**config.mk**
```make
export PLATFORM = sky130hd
export DESIGN_NAME = prbs_tap_gen
export DESIGN_NICKNAME = d
export VERILOG_FILES = /design/src/rtl/prbs_pkg.sv /design/src/rtl/prbs_cfg_regs.sv /design/src/rtl/prbs_lfsr_core.sv /design/src/rtl/prbs_out_fmt.sv /design/src/rtl/prbs_tap_gen.sv
export SDC_FILE = /design/constraint.sdc
export NUM_CORES = 1
export LEC_CHECK = 0
export ABC_AREA = 1
export ABC_CLOCK_PERIOD_IN_PS = 7000
export BUFFER_PORTS_ARGS = -buffer_cell sky130_fd_sc_hd__buf_2
export CAP_MARGIN = 10
export CORE_ASPECT_RATIO = 1.75
export CORE_MARGIN = 4
export CORE_UTILIZATION = 54
export DETAILED_ROUTE_END_ITERATION = 7
export GPL_ROUTABILITY_DRIVEN = 0
export PLACE_DENSITY = 0.76
export REMOVE_ABC_BUFFERS = 1
export SETUP_SLACK_MARGIN = 0.2
export SLEW_MARGIN = 20
export SYNTH_ARGS = -nofsm -noshare
export SYNTH_HDL_FRONTEND = slang
export SYNTH_SLANG_ARGS = --single-unit
```
**constraint.sdc**
```tcl
create_clock -name clk -period 7 [get_ports clk]
set_input_delay 0.7 -clock clk [delete_from_list [all_inputs] [get_ports clk]]
set_output_delay 0.7 -clock clk [all_outputs]
set_load 0.005 [all_outputs]
```
**src/rtl/prbs_pkg.sv**
```systemverilog
// Shared definitions for the programmable PRBS generator.
// Assumes: the output width is even so that nibble mode uses half of it.
package prbs_pkg;

    // Output format codes; both upper codes select the full width.
    typedef enum logic [1:0] {
        FMT_BIT      = 2'b00,
        FMT_NIB      = 2'b01,
        FMT_WIDE     = 2'b10,
        FMT_WIDE_ALT = 2'b11
    } fmt_e;

    // Configuration register addresses.
    localparam logic [1:0] ADDR_TAPS   = 2'd0;
    localparam logic [1:0] ADDR_FMT    = 2'd1;
    localparam logic [1:0] ADDR_INVERT = 2'd2;

endpackage

```
**src/rtl/prbs_cfg_regs.sv**
```systemverilog
// Configuration registers: tap mask, output format and invert setting.
// Assumes: one write per clock; a tap-mask write raises reseed in that
// same cycle so the register core can reload its seed.
module prbs_cfg_regs
    import prbs_pkg::*;
#(
    parameter int                LFSR_W   = 32,
    parameter logic [LFSR_W-1:0] DEF_TAPS = 32'h4800_0000
) (
    input  logic              clk,
    input  logic              rst_n,
    input  logic              cfg_we,
    input  logic [1:0]        cfg_addr,
    input  logic [LFSR_W-1:0] cfg_wdata,
    output logic [LFSR_W-1:0] tap_mask,
    output fmt_e              fmt,
    output logic              invert,
    output logic              reseed
);

    // Flag a tap-mask write so that the seed is reloaded on this clock.
    always_comb reseed = cfg_we && (cfg_addr == ADDR_TAPS);

    // Capture configuration writes; address 3 has no register.
    always_ff @(posedge clk) begin
        if (!rst_n) begin
            tap_mask <= DEF_TAPS;
            fmt      <= FMT_BIT;
            invert   <= 1'b0;
        end else if (cfg_we) begin
            case (cfg_addr)
                ADDR_TAPS:   tap_mask <= cfg_wdata;
                ADDR_FMT:    fmt      <= fmt_e'(cfg_wdata[1:0]);
                ADDR_INVERT: invert   <= cfg_wdata[0];
                default:     ;
            endcase
        end
    end

endmodule

```
**src/rtl/prbs_lfsr_core.sv**
```systemverilog
// Tap-masked shift register with a multi-step lookahead chain.
// Each step forms fb = ^(state & mask), shifts left and inserts fb.
// The chain computes MAX_STEPS steps in one clock. The format picks
// how many of them are committed. An all-zero state reloads all ones.
// Assumes: MAX_STEPS is even and at least 2.
module prbs_lfsr_core
    import prbs_pkg::*;
#(
    parameter int LFSR_W    = 32,
    parameter int MAX_STEPS = 8
) (
    input  logic                 clk,
    input  logic                 rst_n,
    input  logic [LFSR_W-1:0]    tap_mask,
    input  logic                 reseed,
    input  logic                 advance,
    input  fmt_e                 fmt,
    output logic [MAX_STEPS-1:0] step_bits,
    output logic                 lock_zero
);

    localparam int NIB_STEPS = MAX_STEPS / 2;

    logic [LFSR_W-1:0]                state_q;
    logic [MAX_STEPS:0][LFSR_W-1:0]   chain;
    logic [LFSR_W-1:0]                state_nxt;

    assign chain[0] = state_q;

    // Unroll one feedback step per stage of the lookahead chain.
    for (genvar k = 0; k < MAX_STEPS; k++) begin : g_step
        assign step_bits[k] = ^(chain[k] & tap_mask);
        assign chain[k+1]   = {chain[k][LFSR_W-2:0], step_bits[k]};
    end

    // Pick the state after the number of steps the format needs.
    always_comb begin
        case (fmt)
            FMT_BIT: state_nxt = chain[1];
            FMT_NIB: state_nxt = chain[NIB_STEPS];
            default: state_nxt = chain[MAX_STEPS];
        endcase
    end

    // Flag the lock-up state for recovery and for the formatter.
    always_comb lock_zero = (state_q == '0);

    // Update the register: seed, recovery from zero, or step.
    always_ff @(posedge clk) begin
        if (!rst_n) begin
            state_q <= '1;
        end else if (reseed) begin
            state_q <= '1;
        end else if (advance) begin
            state_q <= lock_zero ? '1 : state_nxt;
        end
    end


    lock_recover_chk: assert property (@(posedge clk) disable iff (!rst_n)
        (lock_zero && advance && !reseed) |=> (state_q == '1));


    reseed_ones_chk: assert property (@(posedge clk) disable iff (!rst_n)
        reseed |=> (state_q == '1));


    gap_state_hold_chk: assert property (@(posedge clk) disable iff (!rst_n)
        (!advance && !reseed) |=> $stable(state_q));

endmodule

```
**src/rtl/prbs_out_fmt.sv**
```systemverilog
// Output formatter: orders the generated bits onto the output lanes,
// applies inversion, clears unused lanes and registers the word.
// Assumes: step_bits[0] is the earliest generated bit; OUT_W is even.
module prbs_out_fmt
    import prbs_pkg::*;
#(
    parameter int OUT_W = 8
) (
    input  logic             clk,
    input  logic             rst_n,
    input  logic             advance,
    input  logic             reseed,
    input  fmt_e             fmt,
    input  logic             invert,
    input  logic             lock_zero,
    input  logic [OUT_W-1:0] step_bits,
    output logic [OUT_W-1:0] tx_data
);

    localparam int NIB_W = OUT_W / 2;

    logic [OUT_W-1:0] wide_word;
    logic [OUT_W-1:0] nib_word;
    logic [OUT_W-1:0] bit_word;
    logic [OUT_W-1:0] raw_word;
    logic [OUT_W-1:0] lane_mask;
    logic [OUT_W-1:0] word_nxt;

    // Reverse the step order so that the earliest bit sits on the top lane.
    for (genvar i = 0; i < OUT_W; i++) begin : g_lane
        assign wide_word[i] = step_bits[OUT_W-1-i];
        if (i < NIB_W) begin : g_nib
            assign nib_word[i] = step_bits[NIB_W-1-i];
        end else begin : g_nib_off
            assign nib_word[i] = 1'b0;
        end
    end

    assign bit_word = {{(OUT_W-1){1'b0}}, step_bits[0]};

    // Select lanes and data for the current format.
    always_comb begin
        case (fmt)
            FMT_BIT: begin
                raw_word  = bit_word;
                lane_mask = {{(OUT_W-1){1'b0}}, 1'b1};
            end
            FMT_NIB: begin
                raw_word  = nib_word;
                lane_mask = {{NIB_W{1'b0}}, {NIB_W{1'b1}}};
            end
            default: begin
                raw_word  = wide_word;
                lane_mask = '1;
            end
        endcase
    end

    // Blank data on lock-up, invert if asked, then clear idle lanes.
    always_comb begin
        word_nxt = (lock_zero ? '0 : raw_word) ^ {OUT_W{invert}};
        word_nxt = word_nxt & lane_mask;
    end

    // Register the output word on enabled clocks that are not reseeding.
    always_ff @(posedge clk) begin
        if (!rst_n) begin
            tx_data <= '0;
        end else if (advance && !reseed) begin
            tx_data <= word_nxt;
        end
    end


    gap_out_hold_chk: assert property (@(posedge clk) disable iff (!rst_n)
        !advance |=> $stable(tx_data));


    reseed_out_hold_chk: assert property (@(posedge clk) disable iff (!rst_n)
        reseed |=> $stable(tx_data));


    bit_lanes_idle_chk: assert property (@(posedge clk) disable iff (!rst_n)
        (advance && !reseed && fmt == FMT_BIT) |=> (tx_data[OUT_W-1:1] == '0));


    nib_lanes_idle_chk: assert property (@(posedge clk) disable iff (!rst_n)
        (advance && !reseed && fmt == FMT_NIB) |=> (tx_data[OUT_W-1:NIB_W] == '0));

endmodule

```
**src/rtl/prbs_tap_gen.sv**
```systemverilog
// Top of the programmable PRBS generator: configuration registers,
// the tap-masked shift-register core and the output formatter.
// Assumes: tx_clk_en is synchronous to clk; reset is synchronous.
module prbs_tap_gen
    import prbs_pkg::*;
#(
    parameter int                LFSR_W   = 32,
    parameter int                OUT_W    = 8,
    parameter logic [LFSR_W-1:0] DEF_TAPS = 32'h4800_0000
) (
    input  logic              clk,
    input  logic              rst_n,
    input  logic              cfg_we,
    input  logic [1:0]        cfg_addr,
    input  logic [LFSR_W-1:0] cfg_wdata,
    input  logic              tx_clk_en,
    output logic [OUT_W-1:0]  tx_data
);

    logic [LFSR_W-1:0] tap_mask;
    fmt_e              fmt;
    logic              invert;
    logic              reseed;
    logic [OUT_W-1:0]  step_bits;
    logic              lock_zero;

    prbs_cfg_regs #(
        .LFSR_W   (LFSR_W),
        .DEF_TAPS (DEF_TAPS)
    ) u_cfg (
        .clk       (clk),
        .rst_n     (rst_n),
        .cfg_we    (cfg_we),
        .cfg_addr  (cfg_addr),
        .cfg_wdata (cfg_wdata),
        .tap_mask  (tap_mask),
        .fmt       (fmt),
        .invert    (invert),
        .reseed    (reseed)
    );

    prbs_lfsr_core #(
        .LFSR_W    (LFSR_W),
        .MAX_STEPS (OUT_W)
    ) u_core (
        .clk       (clk),
        .rst_n     (rst_n),
        .tap_mask  (tap_mask),
        .reseed    (reseed),
        .advance   (tx_clk_en),
        .fmt       (fmt),
        .step_bits (step_bits),
        .lock_zero (lock_zero)
    );

    prbs_out_fmt #(
        .OUT_W (OUT_W)
    ) u_fmt (
        .clk       (clk),
        .rst_n     (rst_n),
        .advance   (tx_clk_en),
        .reseed    (reseed),
        .fmt       (fmt),
        .invert    (invert),
        .lock_zero (lock_zero),
        .step_bits (step_bits),
        .tx_data   (tx_data)
    );

endmodule

```
==> impl_metrics.csv, run 1 <==
group,metric,value,unit
critical_path,arrival,4.49,ns
grt,grt_pass1_vias,8273,
floorplanning,row_count,60,
pwr,power_density,239.9,mW/mm^2
synth,synth_most_common_cell,"nand2_1",
clock_network,post_cts_buffers,0,
synth,async_flop_share,0,%
pwr,finalPower,0.002122,W
drt,vias_per_cell,5.387,
floorplanning,io-pin-count,46,
drt,ant_nets,0,
critical_path,required,7.25,ns
critical_path,path_max_fanout,14,
grt,track_usage,27.01,%
sta,finalMaxSlewViolations,0,
critical_path,start_kind,"flop",
drt,route.met2.wl,11.93,mm
critical_path,cp-end-kind,"flop",
sta,relSlewSlack,33.09,%
synth,synth_edf_count,0,
critical_path,reg2reg_slack,2.75,ns
floorplanning,coreArea,0.01554,mm^2
sta,setup_slack,2.754,ns
drt,first_pass_iters,5,
synth,synth_top_area_share,29.07,%
layout,layout-drive-gt1-share,13.61,%
clock_network,cts_tree,"built",
drt,dr_total_vias,8958,
floorplanning,die_y,175.1,um
sta,whs,0.4636,ns
layout,syn_to_final_growth,2.716,%
clock_network,numCtsBuffers,9,
pwr,vdd_drop_max,0.1125,mV
synth,seq_area_frac_synth,17.43,%
clock_network,clkLatencyLatePin,0.34,ns
synth,synth_cells,1500,
outcome,outcome,"completed",
placement,place_inst,1647,
drt,drtIter0Drc,654,
floorplanning,initial_utilization,55.43,%
drt,drc_errors,0,
synth,synth_area_leaders,"nand2_1 (29%), dfxtp_1 (17%), xnor2_1 (12%), nand2_2 (4.0%), o21ai_0 (3.7%)",
floorplanning,die_x,103.5,um
sta,max_freq,235.5,MHz
synth,yosys-top-cells-count,"nand2_1 (667), xnor2_1 (118), nor2_1 (81)",
grt,globalRoute.totalOverflow,0,
clock_network,cts_resized,0,
sta,setup_viol,0,
sta,tns,0,ns
floorplanning,fp.dieArea,0.01812,mm^2
synth,ys.flop_type,"dfxtp_1",
drt,wl_met3,1.025,mm
synth,yosysUniqueCellTypes,36,
critical_path,slowest_stage,"dfxtp_1",
placement,dp_hpwl,17.22,mm
sta,period_needed,4.246,ns
sta,worst_slew_pin_slew,1.000,ns
clock_network,cts_buffer_depth,2,
sta,skew,0.01122,ns
synth,synth_top_area_cell,"nand2_1",
sta,rsz0062_at_grt,"no",
clock_network,cts_root_buf,"clkbuf_16",
layout,nNetsFinal,1510,
drt,dr.max_layer_used,"met4",
clock_network,clkSlewWorstSetupHoldPaths,0.07,ns
job,cap_violations,0,
pwr,leakage,4.465,nW
synth,ys_warn_count,0,
sta,period_share,60.66,%
hold_path,worstHoldPathType,"reg -> reg",
drt,wl_met1,9.313,mm
placement,io_buffers,45,
critical_path,crit_path_frequent_cell,"nand2_1",
drt,detail_route.wl_per_cell,14.29,um
clock_network,clkSinkCount,75,
layout,instances_no_fill,1663,
critical_path,path_class,"reg -> reg",
critical_path,max_stage_delay,0.68,ns
clock_network,htreeDepth,3,
synth,synth_seq_cells,75,
synth,syn_area,0.008613,mm^2
layout,antennaDiodeCount,0,
sta,hold_violations,0,
synth,avgSynthCellArea,5.742,um^2
placement,dp_slack,2.795,ns
drt,wirelength,23.76,mm
grt,grt_start_max_net_pins,49,
grt,grt_pass1_wl,39.10,mm
clock_network,ctsHoldBuffers,0,
grt,antenna_found_initial,0,
## stage by stage
step	area [um^2]	util, %
global placement	8529	54.89
detailed placement	8529	54.89
CTS	8847	56.93
finish	8847	56.93
global route	8847	56.93
floorplan	8011	-
## logic make-up (layout without fill, tap and decap cells)
group / after synthesis / after routing / synth area share [%]
and+or+nand+nor: 910 / 910 / 44.60
AOI/OAI and AO/OA: 129 / 129 / 8.919
DFF: 75 / 75 / 17.43
buffers and inverters: 232 / 209 / 13.13
xor gates and xnor gates: 154 / 154 / 15.92
## flip-flops by register name (all words and copies together) (netlist names)
register	cells
u_cfg.fmt	2
u_cfg.invert	1
u_cfg.tap_mask	32
u_core.state_q	32
u_fmt.tx_data	8
## layout by cell type (no fill, tap or decap), types with 9 or more instances in the layout
cell	count
nor2_1	80
nor4_1	9
o21ai_0	63
xor2_1	33
buf_2	45
nand3_1	58
dfxtp_1	75
clkbuf_16	9
a21oi_1	20
inv_1	78
o211ai_1	19
xnor2_1	118
o221ai_1	14
nand2_1	667
nand2_4	10
clkinv_1	16
nand2_2	55
inv_2	47
## critical path: cells and delay by family, from the launching register on
kind / cells / cell delay (ns)
buffers and inverters: 4 / 0.27
and+or+nand+nor: 35 / 3.18
DFF: 1 / 0.68
## cell type report
type / instances / area, um^2
Timing Repair Buffer: 52 / 277.8
Fill cell: 1572 / 6693
Tap cell: 186 / 232.7
Clock buffer: 10 / 229.0
Inverter: 141 / 529.3
Clock inverter: 6 / 88.84
Multi-Input combinational cell: 1193 / 5988
Sequential cell: 75 / 1501
## final timing paths
kind | to | cells past startpoint | from
setup reg to reg | u_fmt.tx_data[0]$_SDFFE_PN0P_ | 39 | u_core.state_q[17]$_SDFFE_PP1P_
setup / recovery | u_fmt.tx_data[0]$_SDFFE_PN0P_ | 39 | u_core.state_q[17]$_SDFFE_PP1P_
hold / removal | u_fmt.tx_data[6]$_SDFFE_PN0P_ | 2 | u_fmt.tx_data[6]$_SDFFE_PN0P_
hold reg to reg | u_fmt.tx_data[6]$_SDFFE_PN0P_ | 2 | u_fmt.tx_data[6]$_SDFFE_PN0P_
## power by group
group	internal [W]	leakage [nW]	switching, W
sequential	0.000455	0.616	0.0000915
clock	0.000314	0.149	0.000207
combinational	0.000390	3.70	0.000665
total	0.00116	4.47	0.000964
## metal layers
metal	vias up	track usage, %
li1	4546	-
met1	4055	30.42
met2	263	46.70
met3	94	3.156
met4	0	16.69
met5	-	0
(Power assumes the default switching activity.)
==> run 2: changes to the inputs <==
--- a/config.mk
+++ b/config.mk
@@ -6,7 +6,7 @@
 export NUM_CORES = 1
 export LEC_CHECK = 0
 export ABC_AREA = 1
-export ABC_CLOCK_PERIOD_IN_PS = 7000
+export ABC_CLOCK_PERIOD_IN_PS = 4300
 export BUFFER_PORTS_ARGS = -buffer_cell sky130_fd_sc_hd__buf_2
 export CAP_MARGIN = 10
 export CORE_ASPECT_RATIO = 1.75
==> constraint.sdc (replaced) <==
create_clock -name clk -period 4.3 [get_ports clk]
set_input_delay 0.43 -clock clk [delete_from_list [all_inputs] [get_ports clk]]
set_output_delay 0.43 -clock clk [all_outputs]
set_load 0.005 [all_outputs]
==> run 2 against run 1 <==
Compared with the run above: wire length increased by 6.5%; sequential cell count unchanged; utilization is 5.7 points higher; critical path depth shrank 4; register-to-register slack worse by 2.4 ns; maximum frequency is 7.7% higher; combinational power is 110% higher; clock power grew 46%; sequential share of layout area is 0.30 points lower; clock-buffer cell count did not move; critical path type unchanged; largest cell class unchanged; largest power group unchanged.
==> impl_metrics.csv, run 2 (same netlist as run 1, synthesis figures left out) <==
group,metric,value,unit
critical_path,slowest_stage,"dfxtp_1",
sta,period_share,91.72,%
clock_network,cts_root_buf,"clkbuf_16",
pwr,power_density,387.7,mW/mm^2
critical_path,max_stage_delay,0.44,ns
placement,io_buffers,45,
critical_path,reg2reg_slack,0.36,ns
sta,finalMaxSlewViolations,0,
critical_path,crit_family,"simple AND/OR/NAND/NOR gates",
grt,globalRoute.totalOverflow,0,
layout,antennaDiodeCount,0,
layout,syn_to_final_growth,13.00,%
clock_network,clkLatencyLatePin,0.35,ns
sta,setup_viol,0,
critical_path,crit_path_frequent_cell,"nand2_1",
floorplanning,initial_utilization,55.43,%
hold_path,worstHoldPathType,"in -> reg",
sta,hold_violations,0,
placement,dp_slack,0.3142,ns
clock_network,clkSinkCount,75,
layout,largestRegisters,"u_cfg.tap_mask x32, u_core.state_q x32, u_fmt.tx_data x8",
critical_path,cp-end-kind,"flop",
clock_network,clkSlewWorstSetupHoldPaths,0.07,ns
layout,nNetsFinal,1586,
critical_path,required,4.55,ns
outcome,outcome,"completed",
grt,grt_start_max_net_pins,48,
floorplanning,die_y,175.1,um
clock_network,numCtsBuffers,9,
layout,layout_commonest_cell,"nand2_1",
floorplanning,row_count,60,
drt,wirelength,25.31,mm
grt,antenna_found_initial,0,
critical_path,path_class,"reg -> reg",
critical_path,crit_buf_inv,2,
drt,vias_per_cell,5.422,
critical_path,path_max_fanout,8,
layout,fillCellCount,1471,
drt,drtIter0Drc,614,
layout,layout-drive-gt1-share,23.76,%
clock_network,cts_buffer_depth,2,
sta,rsz0062_at_grt,"no",
sta,setup_slack,0.3561,ns
grt,track_usage,27.84,%
sta,worst_slew_pin_slew,0.9809,ns
pwr,leakage,4.854,nW
drt,first_pass_iters,5,
layout,layout_common_cells,"nand2_1 (637), xnor2_1 (118), nand2_2 (82)",
clock_network,cts_tree,"built",
sta,tns,0,ns
placement,dp_hpwl,18.47,mm
grt,grt_pass1_vias,8800,
floorplanning,die_x,103.5,um
floorplanning,io-pin-count,46,
drt,detail_route.wl_per_cell,14.55,um
sta,period_needed,3.944,ns
drt,dr_total_vias,9429,
drt,drc_errors,0,
critical_path,arrival,4.19,ns
drt,ant_nets,0,
clock_network,htreeDepth,3,
floorplanning,coreArea,0.01554,mm^2
sta,relSlewSlack,34.36,%
sta,max_freq,253.6,MHz
job,cap_violations,0,
sta,skew,0.01391,ns
critical_path,start_kind,"flop",
floorplanning,fp.dieArea,0.01812,mm^2
clock_network,ctsHoldBuffers,0,
grt,grt_pass1_wl,40.87,mm
pwr,vdd_drop_max,0.1890,mV
run 2: changes by cell type in the layout (fill, tap and decap cells not counted), moves of 3 or more:
cell	delta
buf_4	+67
dfxtp_1	-49
nand2_1	-30
nand2_2	+27
dfxtp_2	+25
dfxtp_4	+24
buf_6	+7
inv_2	+5
nand3_1	-5
inv_1	-3
nand3_4	+3
run 2: final cells by class:
type                       instances  area (um^2)  area share (%)
clock buffer                      10        239.0           2.455
clock inverter                     6        46.29          0.4756
inverter                         141        529.3           5.438
multi-input combinational       1194         6183           63.53
sequential                        75         1623           16.67
tap                              186        232.7           2.391
timing repair buffer             127        879.6           9.037
run 2: report_power, final:
group	switching, W	internal [W]
clock network	0.000350	0.000412
registers	0.0000749	0.000740
logic	0.00137	0.000830
total	0.00179	0.00198
run 2: worst paths after layout:
| check | startpoint | to | cells after the start |
|---|---|---|---|
| max | u_core.state_q[18]$_SDFFE_PP1P_ | u_fmt.tx_data[0]$_SDFFE_PN0P_ | 35 |
| max reg2reg | u_core.state_q[18]$_SDFFE_PP1P_ | u_fmt.tx_data[0]$_SDFFE_PN0P_ | 35 |
| min | cfg_wdata[27] | u_cfg.tap_mask[27]$_SDFFE_PN1P_ | 3 |
| min reg2reg | u_fmt.tx_data[3]$_SDFFE_PN0P_ | u_fmt.tx_data[3]$_SDFFE_PN0P_ | 2 |
run 2: worst min-delay path, cell delays in order:
cell,delay (ns)
buf_2,0.07
nand2_1,0.04
nand3_1,0.06
run 2: what timing repair did:
action,in CTS,in global routing
hold endpoints to repair,0,0
gates resized for setup,0,134
setup buffers,0,26
endpoints found under the setup margin,0,6
run 2: metrics by stage:
stage,instances,power [W],instance area (um^2),hold WS (ns),utilization (%)
2_1_floorplan,1409,0.002224,8011,0.4618,-
3_3_place_gp,1696,0.002630,8897,0.4548,57.25
3_5_place_dp,1696,0.002665,8897,0.4630,57.25
4_1_cts,1712,0.003428,9183,0.2894,59.09
5_1_grt,1739,0.004038,9733,0.3035,62.63
6_report,1739,0.003773,9733,0.2944,62.63
run 2: metal layers:
layer  vias to the layer above  GRT usage (%)  wire length [um]
li1                       4695              -                 -
met1                      4313          30.61              9493
met2                       308          48.86             12860
met3                       113          3.036              1189
met4                         0          17.72              1770
met5                         -              0                 0
==> run 3: changes to the inputs <==
--- a/config.mk
+++ b/config.mk
@@ -20,4 +20,5 @@
 export SLEW_MARGIN = 20
 export SYNTH_ARGS = -nofsm -noshare
 export SYNTH_HDL_FRONTEND = slang
+export SYNTH_HIERARCHICAL = 1
 export SYNTH_SLANG_ARGS = --single-unit
==> run 3 against run 2 <==
Compared with the run above: the run now ends with design-rule violations left; critical endpoint is now u_fmt/tx_data[0]$_SDFFE_PN0P_; largest cell class unchanged; hold slack better by 0.031 ns; utilization rose by 0.56 points; critical path depth grew 5; total power up 0.60%; area after synthesis is 4.8% higher; worst setup slack lost 0.039 ns.
==> impl_metrics.csv, run 3 <==
group,metric,value,unit
sta,setup_slack,0.3167,ns
synth,synthSimpleGateAreaFrac,47.21,%
layout,layout_common_cells,"nand2_1 (746), inv_1 (123), xnor2_1 (103)",
drt,first_pass_iters,8,
pwr,power_density,365.2,mW/mm^2
layout,fillCellCount,1568,
sta,hold_violations,0,
layout,syn_to_final_growth,15.12,%
synth,synth_top_area_share,32.93,%
pwr,internal-power,0.002042,W
clock_network,ctsHoldBuffers,0,
sta,max_freq,251.0,MHz
layout,multi_input_area,0.006614,mm^2
placement,dp_slack,0.2147,ns
floorplanning,die_x,105.7,um
floorplanning,row_count,62,
critical_path,required,4.54,ns
sta,period_share,92.64,%
sta,setup_viol,0,
pwr,switchingPower,0.001754,W
sta,worst_slew_pin_slew,1.069,ns
layout,nNetsFinal,1730,
critical_path,arrival,4.22,ns
pwr,swShare,46.20,%
clock_network,clkSinkCount,75,
sta,skew,0.01482,ns
clock_network,cts_buffer_depth,2,
synth,yosys-top-cells-count,"nand2_1 (792), inv_1 (125), xnor2_1 (110)",
outcome,violations,"design-rule violations",
synth,ys.flop_type,"dfxtp_1",
sta,finalMaxSlewViolations,0,
hold_path,worst_hold_path.num_cells,3,
critical_path,timing.rr.start,"u_cfg/tap_mask[14]$_SDFFE_PN0P_",
floorplanning,io-pin-count,46,
synth,syn_area,0.009027,mm^2
floorplanning,fp.dieArea,0.01893,mm^2
drt,dr_total_vias,10290,
layout,layout-drive-gt1-share,21.24,%
clock_network,clkSlewWorstSetupHoldPaths,0.06,ns
drt,detail_route.wl_per_cell,15.02,um
critical_path,cp-end-kind,"flop",
critical_path,path_max_fanout,6,
hold_path,worstHoldPathType,"in -> reg",
layout,largestRegisters,"u_cfg/tap_mask x32, u_core/state_q x32, u_fmt/tx_data x8",
placement,io_buffers,45,
layout,final_area,0.01039,mm^2
synth,synthMuxAreaShare,0,%
critical_path,slowest_stage,"dfxtp_2",
layout,antennaDiodeCount,0,
layout,layout_commonest_cell,"nand2_1",
clock_network,htreeDepth,3,
synth,synth_top_family_by_area,"simple AND/OR/NAND/NOR gates",
hold_path,hp-start,"cfg_wdata[27]",
synth,synth_cells,1649,
synth,synth_area_leaders,"nand2_1 (33%), dfxtp_1 (17%), xnor2_1 (11%), nand3_1 (6.0%), inv_1 (5.2%)",
placement,postPlaceCellArea,0.009374,mm^2
grt,antenna_found_initial,2,
critical_path,max_stage_delay,0.40,ns
pwr,leakage,5.326,nW
drt,wirelength,28.82,mm
synth,synth_edf_count,0,
placement,dp_hpwl,20.96,mm
pwr,combinationalPowerShare,58.0,%
floorplanning,initial_utilization,54.89,%
critical_path,r2r-end,"u_fmt/tx_data[0]$_SDFFE_PN0P_",
drt,vias_per_cell,5.361,
layout,seqCellArea,0.001635,mm^2
synth,seq_area_frac_synth,16.63,%
critical_path,start_kind,"flop",
critical_path,crit_path_frequent_cell,"nand2_1",
clock_network,cts_root_buf,"clkbuf_16",
synth,avgSynthCellArea,5.474,um^2
clock_network,numCtsBuffers,9,
sta,relSlewSlack,28.49,%
floorplanning,coreArea,0.01645,mm^2
clock_network,clkLatencyLatePin,0.35,ns
pwr,p_clk_share,20.4,%
job,cap_violations,0,
clock_network,cts_tree,"built",
hold_path,min_to,"u_cfg/tap_mask[27]$_SDFFE_PN1P_",
synth,synthAdderAreaFrac,0,%
synth,synth_seq_cells,75,
critical_path,reg2reg_depth,40,
pwr,finalPower,0.003796,W
grt,globalRoute.totalOverflow,0,
drt,ant_nets,0,
synth,synth_most_common_cell,"nand2_1",
sta,tns,0,ns
synth,async_flop_share,0,%
pwr,vdd_drop_max,0.2097,mV
grt,track_usage,29.09,%
drt,drtIter0Drc,882,
synth,yosysUniqueCellTypes,32,
placement,place_inst,1881,
grt,grt_start_max_net_pins,65,
layout,instances_no_fill,1919,
sta,rsz0062_at_grt,"no",
critical_path,reg2reg_slack,0.32,ns
pwr,p_seq_share,21.6,%
synth,synth_top_area_cell,"nand2_1",
grt,grt_pass1_vias,9096,
synth,synth-xor-area-share,15.52,%
drt,drc_errors,1,
outcome,outcome,"complete, but fails checks",
synth,ys_warn_count,6,
critical_path,path_class,"reg -> reg",
grt,grt_pass1_wl,43.80,mm
floorplanning,die_y,179.0,um
sta,period_needed,3.983,ns
synth,synth_compound_area_share,6.819,%
## run 3: cell count changes after synthesis, sizes merged, moves of 4 or more
cell	before	now
o211ai	19	4
o22ai	7	11
nand3	66	114
xnor2	120	110
o221ai	14	2
nor2	88	70
clkinv	16	6
o21ai	64	27
a21oi	21	68
xor2	34	50
inv	125	160
nand2	732	825
clkbuf	31	24
buf	60	75
## run 3: cells by family after synthesis
logic type | after synthesis
AO/OA/AOI/OAI | 115
buffers and inverters | 265
XOR/XNOR | 160
AND/OR/NAND/NOR | 1034
flip-flops | 75
## run 3: critical path: cells and delay by family (launching register included)
| kind | cells | cell delay, ns |
|---|---|---|
| flops | 1 | 0.40 |
| buf+inv | 5 | 0.33 |
| simple gates | 35 | 3.14 |
## run 3: metrics by stage
stage               hold slack (ns)  utilization, %
global placement             0.4490           57.00
detailed placement           0.4518           57.00
finish                       0.3250           63.19
global route                 0.3241           63.19
floorplan                    0.4618               -
CTS                          0.3221           58.73
## run 3: worst max-delay path by stage
stage	from	to	slack [ns]	depth (start not counted)
CTS	u_cfg/tap_mask[6]$_SDFFE_PN0P_	u_fmt/tx_data[0]$_SDFFE_PN0P_	0.22	42
finish	u_cfg/tap_mask[14]$_SDFFE_PN0P_	u_fmt/tx_data[0]$_SDFFE_PN0P_	0.32	40
global placement	u_core/state_q[16]$_SDFFE_PP1P_	u_fmt/tx_data[0]$_SDFFE_PN0P_	0.38	39
floorplan	u_cfg/tap_mask[0]$_SDFFE_PN0P_	u_fmt/tx_data[0]$_SDFFE_PN0P_	0.55	37
detailed placement	u_core/state_q[16]$_SDFFE_PP1P_	u_fmt/tx_data[0]$_SDFFE_PN0P_	0.21	42
global route	u_cfg/tap_mask[16]$_SDFFE_PN0P_	u_fmt/tx_data[0]$_SDFFE_PN0P_	0.001	33
## run 3: cell type report
| type | instances | share of cell area, % |
|---|---|---|
| clock inverters | 3 | 0.3853 |
| well taps | 224 | 2.697 |
| inverters | 166 | 5.996 |
| multi-input cells | 1309 | 63.64 |
| flip-flops and latches | 75 | 15.74 |
| clock buffers | 11 | 2.336 |
| repair buffers | 131 | 9.210 |
## run 3: repair_timing
action                                  CTS  global route
gates cloned                              0             0
resized for setup                         2           185
pin swaps                                 0            41
endpoints found under the setup margin    1             4
buffers inserted                          0            24
## run 3: power by group through the flow
stage | clock network (W) | logic (W) | registers (W)
floorplan | 0 | 0.00132 | 0.000845
global placement | 0 | 0.00175 | 0.000829
detailed placement | 0 | 0.00180 | 0.000830
CTS | 0.000787 | 0.00181 | 0.000815
global route | 0.000812 | 0.00239 | 0.000825
finish | 0.000776 | 0.00220 | 0.000819
## run 3: per-layer routing
layer	share of wire, %	global-route usage, %	wire length [um]	up-vias
li1	-	-	-	5086
met1	34	28.25	9792	4587
met2	51	54.13	14780	447
met3	5.6	4.036	1623	167
met4	9.1	23.61	2624	0
met5	0	0	0	-
